## src/rtl/gpio_bank_pkg.sv

```systemverilog
package gpio_bank_pkg;

    localparam int LINES_PER_BANK = 8;
    localparam int WIN_LO         = 'h90;
    localparam int WIN_SKIP       = 'h10;
    localparam int DIR_OFFSET     = 4;

    typedef enum logic {
        RD_IDLE,
        RD_RESP
    } rd_state_e;

    // Base byte address of a bank, stepping over the interrupt window.
    function automatic int bank_base(input int b);
        int r;
        r = (b + 1) * LINES_PER_BANK;
        if (r >= WIN_LO) r = r + WIN_SKIP;
        return r;
    endfunction

endpackage

```

## src/rtl/gpio_sync2.sv

```systemverilog
module gpio_sync2 #(
    parameter int W = 8
) (
    input  logic         clk,
    input  logic         rst_n,
    input  logic [W-1:0] d,
    output logic [W-1:0] q
);
    logic [W-1:0] meta_q;

    always_ff @(posedge clk or negedge rst_n) begin
        if (!rst_n) begin
            meta_q <= '0;
            q      <= '0;
        end else begin
            meta_q <= d;
            q      <= meta_q;
        end
    end
endmodule

```

## src/rtl/gpio_addr_decode.sv

```systemverilog
module gpio_addr_decode
    import gpio_bank_pkg::*;
#(
    parameter int ADDR_W    = 12,
    parameter int NUM_BANKS = 19,
    parameter int BANK_W    = 5
) (
    input  logic [ADDR_W-1:0] addr,
    output logic              hit,
    output logic              sel_dir,
    output logic [BANK_W-1:0] bank_idx
);
    logic [ADDR_W-1:0] word_base;

    assign word_base = {addr[ADDR_W-1:3], 3'b000};
    assign sel_dir   = addr[2];

    always_comb begin
        hit      = 1'b0;
        bank_idx = '0;
        for (int b = 0; b < NUM_BANKS; b++) begin
            if (addr[1:0] == 2'b00 && word_base == ADDR_W'(bank_base(b))) begin
                hit      = 1'b1;
                bank_idx = BANK_W'(b);
            end
        end
    end
endmodule

```

## src/rtl/gpio_port_bank.sv

```systemverilog
module gpio_port_bank
    import gpio_bank_pkg::*;
#(
    parameter int LINES = 8
) (
    input  logic             clk,
    input  logic             rst_n,
    input  logic             wr_data,
    input  logic             wr_dir,
    input  logic [7:0]       wdata,
    input  logic [LINES-1:0] pad_sync,
    output logic [LINES-1:0] data_q,
    output logic [LINES-1:0] dir_q,
    output logic [7:0]       rd_data,
    output logic [7:0]       rd_dir
);
    always_ff @(posedge clk or negedge rst_n) begin
        if (!rst_n) begin
            data_q <= '0;
            dir_q  <= '1;
        end else begin
            if (wr_data) data_q <= wdata[LINES-1:0];
            if (wr_dir)  dir_q  <= wdata[LINES-1:0];
        end
    end

    always_comb begin
        rd_data = '0;
        rd_dir  = '0;
        rd_data[LINES-1:0] = (dir_q & pad_sync) | (~dir_q & data_q);
        rd_dir[LINES-1:0]  = dir_q;
    end
endmodule

```

## src/rtl/gpio_bank_regfile.sv

```systemverilog
module gpio_bank_regfile
    import gpio_bank_pkg::*;
#(
    parameter int NUM_PINS = 148,
    parameter int ADDR_W   = 12
) (
    input  logic                clk,
    input  logic                rst_n,
    input  logic                bus_wen,
    input  logic                bus_ren,
    input  logic [ADDR_W-1:0]   bus_addr,
    input  logic [31:0]         bus_wdata,
    output logic [31:0]         bus_rdata,
    output logic                bus_rvalid,
    input  logic [NUM_PINS-1:0] pin_in,
    output logic [NUM_PINS-1:0] pin_oe,
    output logic [NUM_PINS-1:0] pin_out
);
    localparam int NUM_BANKS = (NUM_PINS + LINES_PER_BANK - 1) / LINES_PER_BANK;
    localparam int BANK_W    = (NUM_BANKS > 1) ? $clog2(NUM_BANKS) : 1;

    logic [NUM_PINS-1:0] pad_sync;
    logic                hit;
    logic                sel_dir;
    logic [BANK_W-1:0]   bank_idx;
    logic [7:0]          bank_rd_data [NUM_BANKS];
    logic [7:0]          bank_rd_dir  [NUM_BANKS];
    logic [7:0]          rd_word;
    logic [31:0]         rdata_q;
    logic                unused_wdata_hi;
    rd_state_e           state_q, state_d;

    assign unused_wdata_hi = ^bus_wdata[31:8];

    gpio_sync2 #(.W(NUM_PINS)) u_sync (
        .clk   (clk),
        .rst_n (rst_n),
        .d     (pin_in),
        .q     (pad_sync)
    );

    gpio_addr_decode #(
        .ADDR_W    (ADDR_W),
        .NUM_BANKS (NUM_BANKS),
        .BANK_W    (BANK_W)
    ) u_dec (
        .addr     (bus_addr),
        .hit      (hit),
        .sel_dir  (sel_dir),
        .bank_idx (bank_idx)
    );

    for (genvar b = 0; b < NUM_BANKS; b++) begin : g_bank
        localparam int LN = ((NUM_PINS - b * LINES_PER_BANK) >= LINES_PER_BANK)
                            ? LINES_PER_BANK : (NUM_PINS - b * LINES_PER_BANK);
        logic          sel;
        logic [LN-1:0] data_q;
        logic [LN-1:0] dir_q;

        assign sel = bus_wen && hit && (bank_idx == BANK_W'(b));

        gpio_port_bank #(.LINES(LN)) u_bank (
            .clk      (clk),
            .rst_n    (rst_n),
            .wr_data  (sel && !sel_dir),
            .wr_dir   (sel && sel_dir),
            .wdata    (bus_wdata[7:0]),
            .pad_sync (pad_sync[b*LINES_PER_BANK +: LN]),
            .data_q   (data_q),
            .dir_q    (dir_q),
            .rd_data  (bank_rd_data[b]),
            .rd_dir   (bank_rd_dir[b])
        );

        assign pin_oe[b*LINES_PER_BANK +: LN]  = ~dir_q;
        assign pin_out[b*LINES_PER_BANK +: LN] = data_q;
    end

    always_comb begin
        rd_word = '0;
        if (hit) rd_word = sel_dir ? bank_rd_dir[bank_idx] : bank_rd_data[bank_idx];
    end

    // Read response state register
    always_ff @(posedge clk or negedge rst_n) begin
        if (!rst_n) begin
            state_q <= RD_IDLE;
            rdata_q <= '0;
        end else begin
            state_q <= state_d;
            if (bus_ren) rdata_q <= {24'd0, rd_word};
        end
    end

    always_comb begin
        state_d = state_q;
        unique case (state_q)
            RD_IDLE: if (bus_ren) state_d = RD_RESP;
            RD_RESP: if (!bus_ren) state_d = RD_IDLE;
            default: state_d = RD_IDLE;
        endcase
    end

    // Outputs of the read path
    always_comb begin
        bus_rvalid = (state_q == RD_RESP);
        bus_rdata  = bus_rvalid ? rdata_q : 32'd0;
    end
endmodule

```

## config.mk

```make
export PLATFORM = sky130hd
export DESIGN_NAME = gpio_bank_regfile
export DESIGN_NICKNAME = d
export VERILOG_FILES = /design/src/rtl/gpio_bank_pkg.sv /design/src/rtl/gpio_sync2.sv /design/src/rtl/gpio_addr_decode.sv /design/src/rtl/gpio_port_bank.sv /design/src/rtl/gpio_bank_regfile.sv
export SDC_FILE = /design/constraint.sdc
export NUM_CORES = 1
export LEC_CHECK = 0
export BUFFER_PORTS_ARGS = -buffer_cell sky130_fd_sc_hd__buf_2
export CORE_MARGIN = 2
export CORE_UTILIZATION = 40
export CTS_CLUSTER_SIZE = 25
export DETAILED_ROUTE_END_ITERATION = 16
export PLACE_DENSITY = 0.61
export SLEW_MARGIN = 20
export SYNTH_ARGS = -nofsm -noshare
export SYNTH_HDL_FRONTEND = slang
export SYNTH_HIERARCHICAL = 1
export SYNTH_SLANG_ARGS = --single-unit
```

## constraint.sdc

```tcl
create_clock -name clk -period 2.2 [get_ports clk]
set_clock_uncertainty 0.1 [all_clocks]
set_input_delay 0.11 -clock clk [delete_from_list [all_inputs] [get_ports clk]]
set_output_delay 0.11 -clock clk [all_outputs]
set_load 0.01 [all_outputs]
```

* Word level (Yosys, flattened, before mapping)
Index checks and enable logic that the tools add are counted.
** Word-level totals
- Register bits after elaboration :: 601
- Bits of input ports :: 196
- Output and inout bits :: 329
- Word-level logic and storage cells :: 284
** Operators by class
- Order comparisons :: 1
- Equality and inequality tests :: 37
- Mux-type cells :: 47
- Bitwise logic cells :: 77
- Reduce and logical (&&, ||, !) cells :: 80
** Operators with widths (number)
- bitwise AND 8 bit :: 36
- NOT 8 bit :: 18
- bitwise OR 8 bit :: 18
- binary-select mux 8 bit (select 5 bit) :: 2
- logical AND 1 bit :: 77
- equality test 9 x 4 -> 1 bit (second input constant) :: 8
- 2-to-1 mux 8 bit :: 7
- equality test 5 x 4 -> 1 bit (second input constant) :: 8
- equality test 9 x 3 -> 1 bit (second input constant) :: 4
- equality test 9 x 5 -> 1 bit (second input constant) :: 4
- 2-to-1 mux 4 bit :: 8
- 2-to-1 mux 1 bit :: 21
- equality test 5 x 3 -> 1 bit (second input constant) :: 4
- equality test 9 x 2 -> 1 bit (second input constant) :: 2
- equality test 5 bit (second input constant) :: 3
- 2-to-1 mux 5 bit :: 3
- 2-to-1 mux 3 bit :: 4
- equality test 5 x 2 -> 1 bit (second input constant) :: 2
- equality test 9 x 1 -> 1 bit (second input constant) :: 1
- bitwise AND 4 bit :: 2
- >= comparator 6 bit (second input constant) :: 1
- NOT 5 -> 6 bit :: 1
- equality test 5 x 1 -> 1 bit (second input constant) :: 1
- logical NOT 5 bit :: 1
- other kinds (5) :: 6

* Logic depth before layout (Yosys ltp)
Gate-level depths: netlist of the first run.
- Word-level depth :: 26
- Mapped depth :: 13
- Gate-level depth less buffers :: 9

* Modules after synthesis
Netlist of the first run, hierarchy kept.
** By module, submodules not included
- gpio_port_bank at g_bank[0].u_bank ... :: instances 18, cells an instance 50, area each 823.3 um^2, seq. area each 410.4 um^2
- gpio_sync2 :: instances 1, cells an instance 296, area each 7407.1 um^2, seq. area each 7407.1 um^2
- gpio_bank_regfile :: instances 1, cells an instance 598, area each 4242.8 um^2, seq. area each 225.2 um^2
- gpio_port_bank at g_bank[18].u_bank :: instances 1, cells an instance 33, area each 434.2 um^2, seq. area each 205.2 um^2
- gpio_addr_decode :: instances 1, cells an instance 35, area each 216.5 um^2, seq. area each 0.0 um^2

* Least setup slack after synthesis of the first run
OpenSTA, ideal clock, no wires.
- Path kind :: input-to-reg
- Start point :: input port bus_addr[6]
- End point :: register g_bank[13].u_bank.data_q[0]
- Setup time :: 0.125 ns
- Data arrival time :: 2.295 ns
- Required time :: 1.975 ns
- Slack :: -0.320 ns
- Cell stages on the path :: 11
- Buffers on the path :: 5
- Cell sequence :: buf_2 -> o21ai_0 -> nand3_1 -> nor3_1 -> buf_6 -> buf_6 -> buf_2 -> or3b_2 -> nor2_1 -> buf_6 -> mux2_4
** On the way
- Elaborated cells on any way between the ends :: 79
- Those cells by class :: eq/ne: 20; mux: 37; reduce/logical: 22
** RTL lines
- from (decl) :: line gpio_bank_regfile.sv:11 : input logic [ADDR_W-1:0] bus_addr,
- equality test 9 x 2 -> 1 bit :: line gpio_addr_decode.sv:22 : if (addr[1:0] == 2'b00 && word_base == ADDR_W'(bank_base(b))) begin
- logical AND 1 bit :: line gpio_addr_decode.sv:22
- 2-to-1 mux 1 bit :: line gpio_addr_decode.sv:22
- 2-to-1 mux 2 bit (2 in series) :: line gpio_addr_decode.sv:22
- 2-to-1 mux 3 bit (4 in series) :: line gpio_addr_decode.sv:22
- 2-to-1 mux 4 bit (8 in series) :: line gpio_addr_decode.sv:22
- 2-to-1 mux 5 bit (2 in series) :: line gpio_addr_decode.sv:22
- 2-to-1 mux 5 bit * :: line gpio_addr_decode.sv:22
- named net bank_idx[0] :: line gpio_bank_regfile.sv:25 : logic [BANK_W-1:0] bank_idx;
- equality test 5 x 4 -> 1 bit * :: line gpio_bank_regfile.sv:60 : assign sel = bus_wen && hit && (bank_idx == BANK_W'(b));
- logical AND 1 bit * :: line gpio_bank_regfile.sv:60
- logical AND 1 bit * :: line gpio_bank_regfile.sv:65 : .wr_data (sel && !sel_dir),
- to (signal assigned) :: line gpio_port_bank.sv:22 : if (wr_data) data_q <= wdata[LINES-1:0];
- to (decl) :: line gpio_port_bank.sv:12 : output logic [LINES-1:0] data_q,
The timed path passes the listed nets; every way through them passes the cells marked *.
A chain may end at the register's enable or synchronous reset.

==> results.md, run 1 <==
* Final instance area at 35800 um^2
* Layout cells sized above 1 at 57.0%
* Post-synth EDFFs at 0
* Max_slew headroom at 56.2%
* Die area at 69900 um^2
* Drt pass-1 iters at 4
* Die Y at 264 um
* Wire per inst at 24.8 um
* Pin count of the biggest net entering global routing at 81
* Crit Path Category: flip-flop to flip-flop
* Min cycle time layout at 2.18 ns
* Count leader, synth: dfrtp_1
* Via count at 17.7k
* Syn. warnings at 6
* Final Wtd Congestion at 0.852
* Critical R2R Capture: rdata_q[3]$_DFFE_PN0P_
* Synth top area share at 41.8%
* Leakage at 16.1 nW
* Mapped Area at 27100 um^2
* Initial Util at 40.4%
* Post-synthesis sequential area ratio at 56.1%
* Routed wire length at 88600 um
* I/O pin total at 525
* Placed Area at 31600 um^2
* WHS Path Cells at 2
* Final std cells w/o fill at 3577
* FF-to-FF path depth at 5
* Cell Pwr Density at 689 nW/um^2
* Worst EP required at 2.58 ns
* Worst skew pair latency at 0.61 ns
* Gr ovfl total at 0
* Async set or reset register ratio after synthesis at 100%
* Maxcap violations at 0
* Hold EP: g_bank[9].u_bank/dir_q[2]$_DFFE_PN1P_
* # placed instances at 3269
* Routed Antenna Nets at 0
* Drt first-iter violations at 1024
* Yosys cell types at 51
* Nets at 2842
* Longest Clk Path Bufs at 3
* CTS tree: built
* Core Region at 67200 um^2
* Vias in the first global route at 18.9k
* Worst Tran Pin Value at 0.654 ns
* Outcome: complete, no violations
* Top cells by count, synth: 453 x dfrtp_1, 288 x mux2_4, 190 x buf_4
* Avg Synthesized Cell Area at 14.6 um^2
* Ranking of synthesized cells by area: dfrtp_1 42%, mux2_4 16%, dfstp_2 14%
* Hold Crit Start: bus_wdata[2]
* Root Buffer: clkbuf_16
* CTS Buf Count at 69
* First-pass GRT wire length at 129000 um
* Die W at 264 um
* Fmax at 0.460 GHz
* # setup viols final at 0
* R2R setup slack at 0.02 ns
* Critical Path End Type: flip-flop
* Worst-path clk slew at 0.07 ns
* Cell row count at 95
* Clk sinks at 601
* Synthesized instance count at 1862
* Hold Path Class: input pin to flip-flop
* Dominant cell type by area after synthesis: dfrtp_1
* Post-synth top flop: dfrtp_1
* Initial antenna violation count at 3
* Unrepaired setup endpoints after global routing: yes
* Critical path fanouts, max at 4
* Fin. Hold Viols at 0
* Worst VDD drop at 447 uV
* Drt via density at 4.95
* H-tree depth at 3
* Critical R2R Launch: g_bank[15].u_bank/dir_q[3]$_DFFE_PN1P_
* Synthesis-to-finish area growth at 32.1%
* Slew Viols, Final at 0
* CP startpoint kind: flip-flop
* Synthesized flop and latch total at 601
* GRT Util Overall at 25.2%
* HPWL after DPL at 63600 um
* Port Buffer Count at 476
* CP Data Arrival Time at 2.56 ns
* Final TNS setup at 0 ns
* Crit share post-route at 98.9%
* # DRC at 0
[per-layer routing]
layer | GRT usage, % | vias up | wire length, um
li1 | - | 7701 | -
met1 | 34.2 | 9236 | 38700
met2 | 40.7 | 635 | 41900
met3 | 4.91 | 125 | 5250
met4 | 8.74 | 0 | 2710
met5 | 0 | - | 0
[placed cells by master, fill, tap and decap left out, types with 4 or more instances in the layout]
cell           instances
a221oi_1               5
clkinvlp_4             4
o21ai_0                9
a21oi_1               14
dfrtp_1              453
nand3_1               17
nand4_1                4
clkbuf_1              18
nand3b_1              16
o22a_1                 4
mux2_1                11
nor2_1                42
o31a_1                 4
clkinv_2               8
clkbuf_16             73
nand2_1               32
and2_1                10
mux2i_1              117
clkbuf_8              14
mux2_4               291
buf_4                259
bufinv_16              6
o2bb2ai_1              8
conb_1                32
mux4_2                16
a22oi_1               38
buf_12                58
buf_2                475
mux2_2               142
dfstp_2              148
dlygate4sd3_1        157
nor2_2                13
inv_1                149
[metrics by stage]
stage / util (%) / power (mW) / worst slack, ns / hold WS, ns
final: 53.4 / 24.7 / 0.0239 / 0.0253
after global routing: 53.4 / 25.5 / -0.0358 / 0.0131
after CTS: 53.1 / 25.0 / 0.0000275 / 0.000487
after detailed placement: 47.1 / 12.6 / -0.866 / 0.00856
after global placement: 47.1 / 12.6 / -0.898 / 0.00405
after floorplan: - / 11.9 / -0.107 / -0.286
[registers in the layout (all words and copies together) (netlist names)]
name	count
u_sync/q	148
bus_rvalid	1
g_bank.u_bank/data_q	148
rdata_q	8
u_sync/meta_q	148
g_bank.u_bank/dir_q	148
[what timing repair did]
| action | CTS | global route |
|---|---|---|
| pin swaps | 0 | 5 |
| hold endpoints to repair | 637 | 0 |
| hold buffers | 158 | 0 |
| gates resized for setup | 6 | 12 |
| setup buffers | 3 | 18 |
| setup endpoints to repair | 15 | 223 |
[cells by family after synthesis]
kind of cell	after synthesis	synth area share, %
other	2	0.0277
flip-flops	601	56.1
buffers and inverters	416	9.84
AO/OA/AOI/OAI	98	2.67
XOR/XNOR	2	0.0646
multiplexers	580	28.2
AND/OR/NAND/NOR	163	3.08
[how the worst max path moves through the flow]
stage                                           start                                 endpoint  slack (ns)  cells past startpoint
6_report       g_bank[15].u_bank/dir_q[3]$_DFFE_PN1P_                   rdata_q[3]$_DFFE_PN0P_        0.02                      5
5_1_grt                                  bus_addr[11]   g_bank[7].u_bank/data_q[1]$_DFFE_PN0P_       -0.04                     10
4_1_cts        g_bank[15].u_bank/dir_q[7]$_DFFE_PN1P_                   rdata_q[7]$_DFFE_PN0P_     0.00003                      5
3_5_place_dp                             bus_addr[10]                   rdata_q[4]$_DFFE_PN0P_       -0.87                     10
3_3_place_gp                             bus_addr[10]                   rdata_q[4]$_DFFE_PN0P_       -0.90                     10
2_1_floorplan                            bus_addr[10]  g_bank[17].u_bank/data_q[0]$_DFFE_PN0P_       -0.11                     10
[critical path: stages, from the launching register on]
cell	delay, ns
dfstp_2	0.57
mux2_2	0.33
mux4_2	0.57
mux2i_2	0.22
o221ai_1	0.13
o31a_1	0.13
[where the power goes]
group          leakage (nW)  switching (mW)  internal (mW)
registers              7.17           0.111           11.4
clock network          1.17            4.74           7.30
logic                  7.76           0.647          0.509
total                  16.1            5.50           19.2
[layout make-up]
cell class / instances / area (um^2)
fillers: 5574 / 31300
flip-flops and latches: 601 / 15200
multi-input cells: 875 / 9490
repair buffers: 950 / 7070
clock buffers: 105 / 2090
well taps: 873 / 1090
inverters: 149 / 559
clock inverters: 23 / 305
diodes: 1 / 2.50
Power figures use the tool's default switching activity.
==> inputs of run 2 (changes only) <==
ABC_AREA = 1   (was unset)
==> run 2 against run 1 <==
Compared with the run above: via count rose by 35%; register-to-register slack improved by 0.23 ns; worst hold slack improved by 0.0088 ns; clock-buffer cell count rose by 1; routed wire length rose by 7.7%.
==> results.md, run 2 <==
* Clk sinks at 601 (unchanged)
* Compound-Gate Fraction of Synth Area at 0.744% (was 2.67%)
* Hold Path Class: input pin to flip-flop (unchanged)
* Pin count of the biggest net entering global routing at 71 (was 81)
* Drt via density at 4.71 (was 4.95)
* Synthesized flop and latch total at 601 (unchanged)
* Max incr delay on CP at 0.19 ns (was 0.57 ns)
* Crit path max-delay cell type: o211ai_1 (was dfstp_2)
* Count leader, synth: nand2_1 (was dfrtp_1)
* Crit path max-delay family: buffers and inverters (was multiplexers)
* Die W at 266 um (was 264 um)
* CTS Buf Count at 69 (unchanged)
* Worst Tran Pin Value at 0.651 ns (was 0.654 ns)
* Yosys cell types at 25 (was 51)
* Mapped Area at 27400 um^2 (was 27100 um^2)
* Synth Area in Simple Gates at 30.7% (was 3.08%)
* Cell Pwr Density at 714 nW/um^2 (was 689 nW/um^2)
* Fmax at 0.468 GHz (was 0.460 GHz)
* Leading cell type in the layout, fill and taps excluded: nand2_1 (was buf_2)
* Nets at 4329 (was 2842)
* Synth top area share at 41.4% (was 41.8%)
* HPWL after DPL at 68000 um (was 63600 um)
* H-tree depth at 3 (unchanged)
* Critical Path End Type: flip-flop (unchanged)
* Core Region at 67500 um^2 (was 67200 um^2)
* FF+latch area at 15200 um^2 (unchanged)
* Top cells by count, synth: 2073 x nand2_1, 453 x dfrtp_1, 329 x inv_1 (was 453 x dfrtp_1, 288 x mux2_4, 190 x buf_4)
* Root Buffer: clkbuf_16 (unchanged)
* I/O pin total at 525 (unchanged)
* Post-synth EDFFs at 0 (unchanged)
* Crit Path Category: input pin to flip-flop (was flip-flop to flip-flop)
* Synthesis-to-finish area growth at 27.0% (was 32.1%)
* Max_slew headroom at 56.6% (was 56.2%)
* Drt pass-1 iters at 5 (was 4)
* Die area at 70600 um^2 (was 69900 um^2)
* Final instance area at 34800 um^2 (was 35800 um^2)
* Routed Antenna Nets at 0 (unchanged)
* Slew Viols, Final at 0 (unchanged)
* CP Cell Sequence: buf_2 -> inv_1 -> nand2_1 -> nor2_1 -> buf_4 -> nand2_1 -> buf_4 -> o211ai_1 -> buf_4 -> inv_4 -> buf_12 -> buf_12 -> nand2_1 -> nand2_1 -> nand2_1 -> nand2_1 -> nand2_1 -> nand2_1 -> o21ai_2 -> nand2_1 -> nand3_1 -> nand2_1 (was mux2_2 -> mux4_2 -> mux2i_2 -> o221ai_1 -> o31a_1)
* # DRC at 0 (unchanged)
* Fin. Hold Viols at 0 (unchanged)
* Commonest non-fill, non-tap cells in the layout: 2056 x nand2_1, 475 x buf_2, 453 x dfrtp_1 (was 475 x buf_2, 453 x dfrtp_1, 291 x mux2_4)
* Unrepaired setup endpoints after global routing: yes (unchanged)
* Vias in the first global route at 22.6k (was 18.9k)
* Placed Area at 30200 um^2 (was 31600 um^2)
* Gr ovfl total at 0 (unchanged)
* Post-synthesis sequential area ratio at 55.6% (was 56.1%)
* Async set or reset register ratio after synthesis at 100% (unchanged)
* Worst path bufs/invs at 8 (was 0)
* Worst-path clk slew at 0.06 ns (was 0.07 ns)
* Critical path fanouts, max at 16 (was 4)
* CP startpoint kind: input pin (was flip-flop)
* Ranking of synthesized cells by area: dfrtp_1 41%, nand2_1 28%, dfstp_2 14% (was dfrtp_1 42%, mux2_4 16%, dfstp_2 14%)
* Worst VDD drop at 680 uV (was 447 uV)
* Minimum hold slack at 0.0341 ns (was 0.0253 ns)
* Die Y at 266 um (was 264 um)
* GRT Util Overall at 26.7% (was 25.2%)
* Post-Synth XOR/XNOR Area at 0% (was 0.0646%)
* Final TNS setup at 0 ns (unchanged)
* R2R setup slack at 0.25 ns (was 0.02 ns)
* Synthesized instance count at 3500 (was 1862)
* Initial antenna violation count at 5 (was 3)
* Multi-input logic area at 8980 um^2 (was 9490 um^2)
* Post-synth top flop: dfrtp_1 (unchanged)
* Min cycle time layout at 2.14 ns (was 2.18 ns)
* Outcome: complete, no violations (unchanged)
* CP Data Arrival Time at 2.53 ns (was 2.56 ns)
* Leakage at 18.2 nW (was 16.1 nW)
* CTS tree: built (unchanged)
* First-pass GRT wire length at 141000 um (was 129000 um)
* Maxcap violations at 0 (unchanged)
* Cell row count at 95 (unchanged)
* # setup viols final at 0 (unchanged)
* Setup ws final at 0.0649 ns (was 0.0239 ns)
* Fill count at 6452 (was 5574)
* Crit share post-route at 97.0% (was 98.9%)
* Post-Synth Adder-Cell Area at 0% (unchanged)
* Pre-CTS setup slack at -0.958 ns (was -0.866 ns)
* Worst EP required at 2.60 ns (was 2.58 ns)
* Via count at 23.9k (was 17.7k)
* Largest family of logic cells by synthesized area: simple AND/OR/NAND/NOR gates (was multiplexers)
* Wire per inst at 18.8 um (was 24.8 um)
* Longest Clk Path Bufs at 3 (unchanged)
* Drt first-iter violations at 2105 (was 1024)
* Final Wtd Congestion at 0.900 (was 0.852)
* Worst skew pair latency at 0.62 ns (was 0.61 ns)
* Cell mode on critical path: nand2_1
* Routed wire length at 95400 um (was 88600 um)
* Avg Synthesized Cell Area at 7.83 um^2 (was 14.6 um^2)
* Port Buffer Count at 476 (unchanged)
* Syn. warnings at 6 (unchanged)
* Mux share of post-synthesis cell area at 0% (was 28.2%)
* Dominant cell type by area after synthesis: dfrtp_1 (unchanged)
* Initial Util at 40.6% (was 40.4%)
* Layout cells sized above 1 at 24.1% (was 57.0%)
run 2: cell types whose count changed after synthesis, moves of 11 or more:
| cell | delta |
|---|---|
| nand3b_1 | -16 |
| a22oi_1 | -41 |
| mux4_2 | -16 |
| mux2_1 | -11 |
| inv_1 | +180 |
| mux2_2 | -145 |
| inv_2 | +42 |
| buf_2 | +13 |
| nand2_1 | +2040 |
| o21ai_1 | +16 |
| mux2_4 | -288 |
| mux2i_1 | -120 |
| nand3_1 | +42 |
run 2: cells by family (layout without fill, tap and decap cells):
group	count (synthesis)	in the layout
compound gates	38	38
buf+inv	654	1314
flops	601	601
other cells	2	33
simple gates	2205	2205
run 2: area by class of cell:
| cell class | count | share of cell area, % |
|---|---|---|
| multi-input cells | 2275 | 25.8 |
| inverters | 373 | 4.03 |
| clock inverters | 22 | 1.01 |
| repair buffers | 813 | 16.4 |
| flip-flops and latches | 601 | 43.8 |
| well taps | 873 | 3.14 |
| clock buffers | 106 | 5.86 |
| diodes | 1 | 0.00719 |
run 2: worst paths after layout:
kind,end,cells after the start,from
min in group asynchronous,u_sync/q[56]$_DFF_PN0_,3,rst_n
setup reg to reg,rdata_q[4]$_DFFE_PN0P_,13,g_bank[12].u_bank/dir_q[4]$_DFFE_PN1P_
max in group asynchronous,g_bank[10].u_bank/dir_q[5]$_DFFE_PN1P_,3,rst_n
hold reg to reg,u_sync/q[61]$_DFF_PN0_,0,u_sync/meta_q[61]$_DFF_PN0_
setup / recovery,rdata_q[4]$_DFFE_PN0P_,22,bus_addr[8]
hold / removal,u_sync/meta_q[129]$_DFF_PN0_,2,pin_in[129]
run 2: layer usage:
metal,GRT usage [%],up-vias,routed length [um]
li1,-,11300,-
met1,37.5,11400,41300
met2,42.5,947,44800
met3,4.69,139,6930
met4,7.52,4,2370
met5,0,-,26
run 2: what timing repair did:
item                       in CTS  in global routing
gates cloned                    0                  3
hold buffers                  169                  0
pin swaps                       3                 13
hold endpoints to repair      811                  0
setup buffers                   8                 18
resized for setup               7                 71
setup endpoints to repair     148                246
run 2: through the flow:
stage | power, mW | util [%] | std cells
6_report | 24.8 | 51.5 | 5064
5_1_grt | 25.6 | 51.5 | 5063
4_1_cts | 25.0 | 50.9 | 5042
3_5_place_dp | 12.7 | 44.7 | 4737
3_3_place_gp | 12.7 | 44.7 | 4737
2_1_floorplan | 11.9 | - | 3530
run 2: power breakdown:
| part | switching (mW) | internal (mW) |
|---|---|---|
| combinational | 0.778 | 0.488 |
| sequential | 0.116 | 11.4 |
| clock | 4.71 | 7.37 |
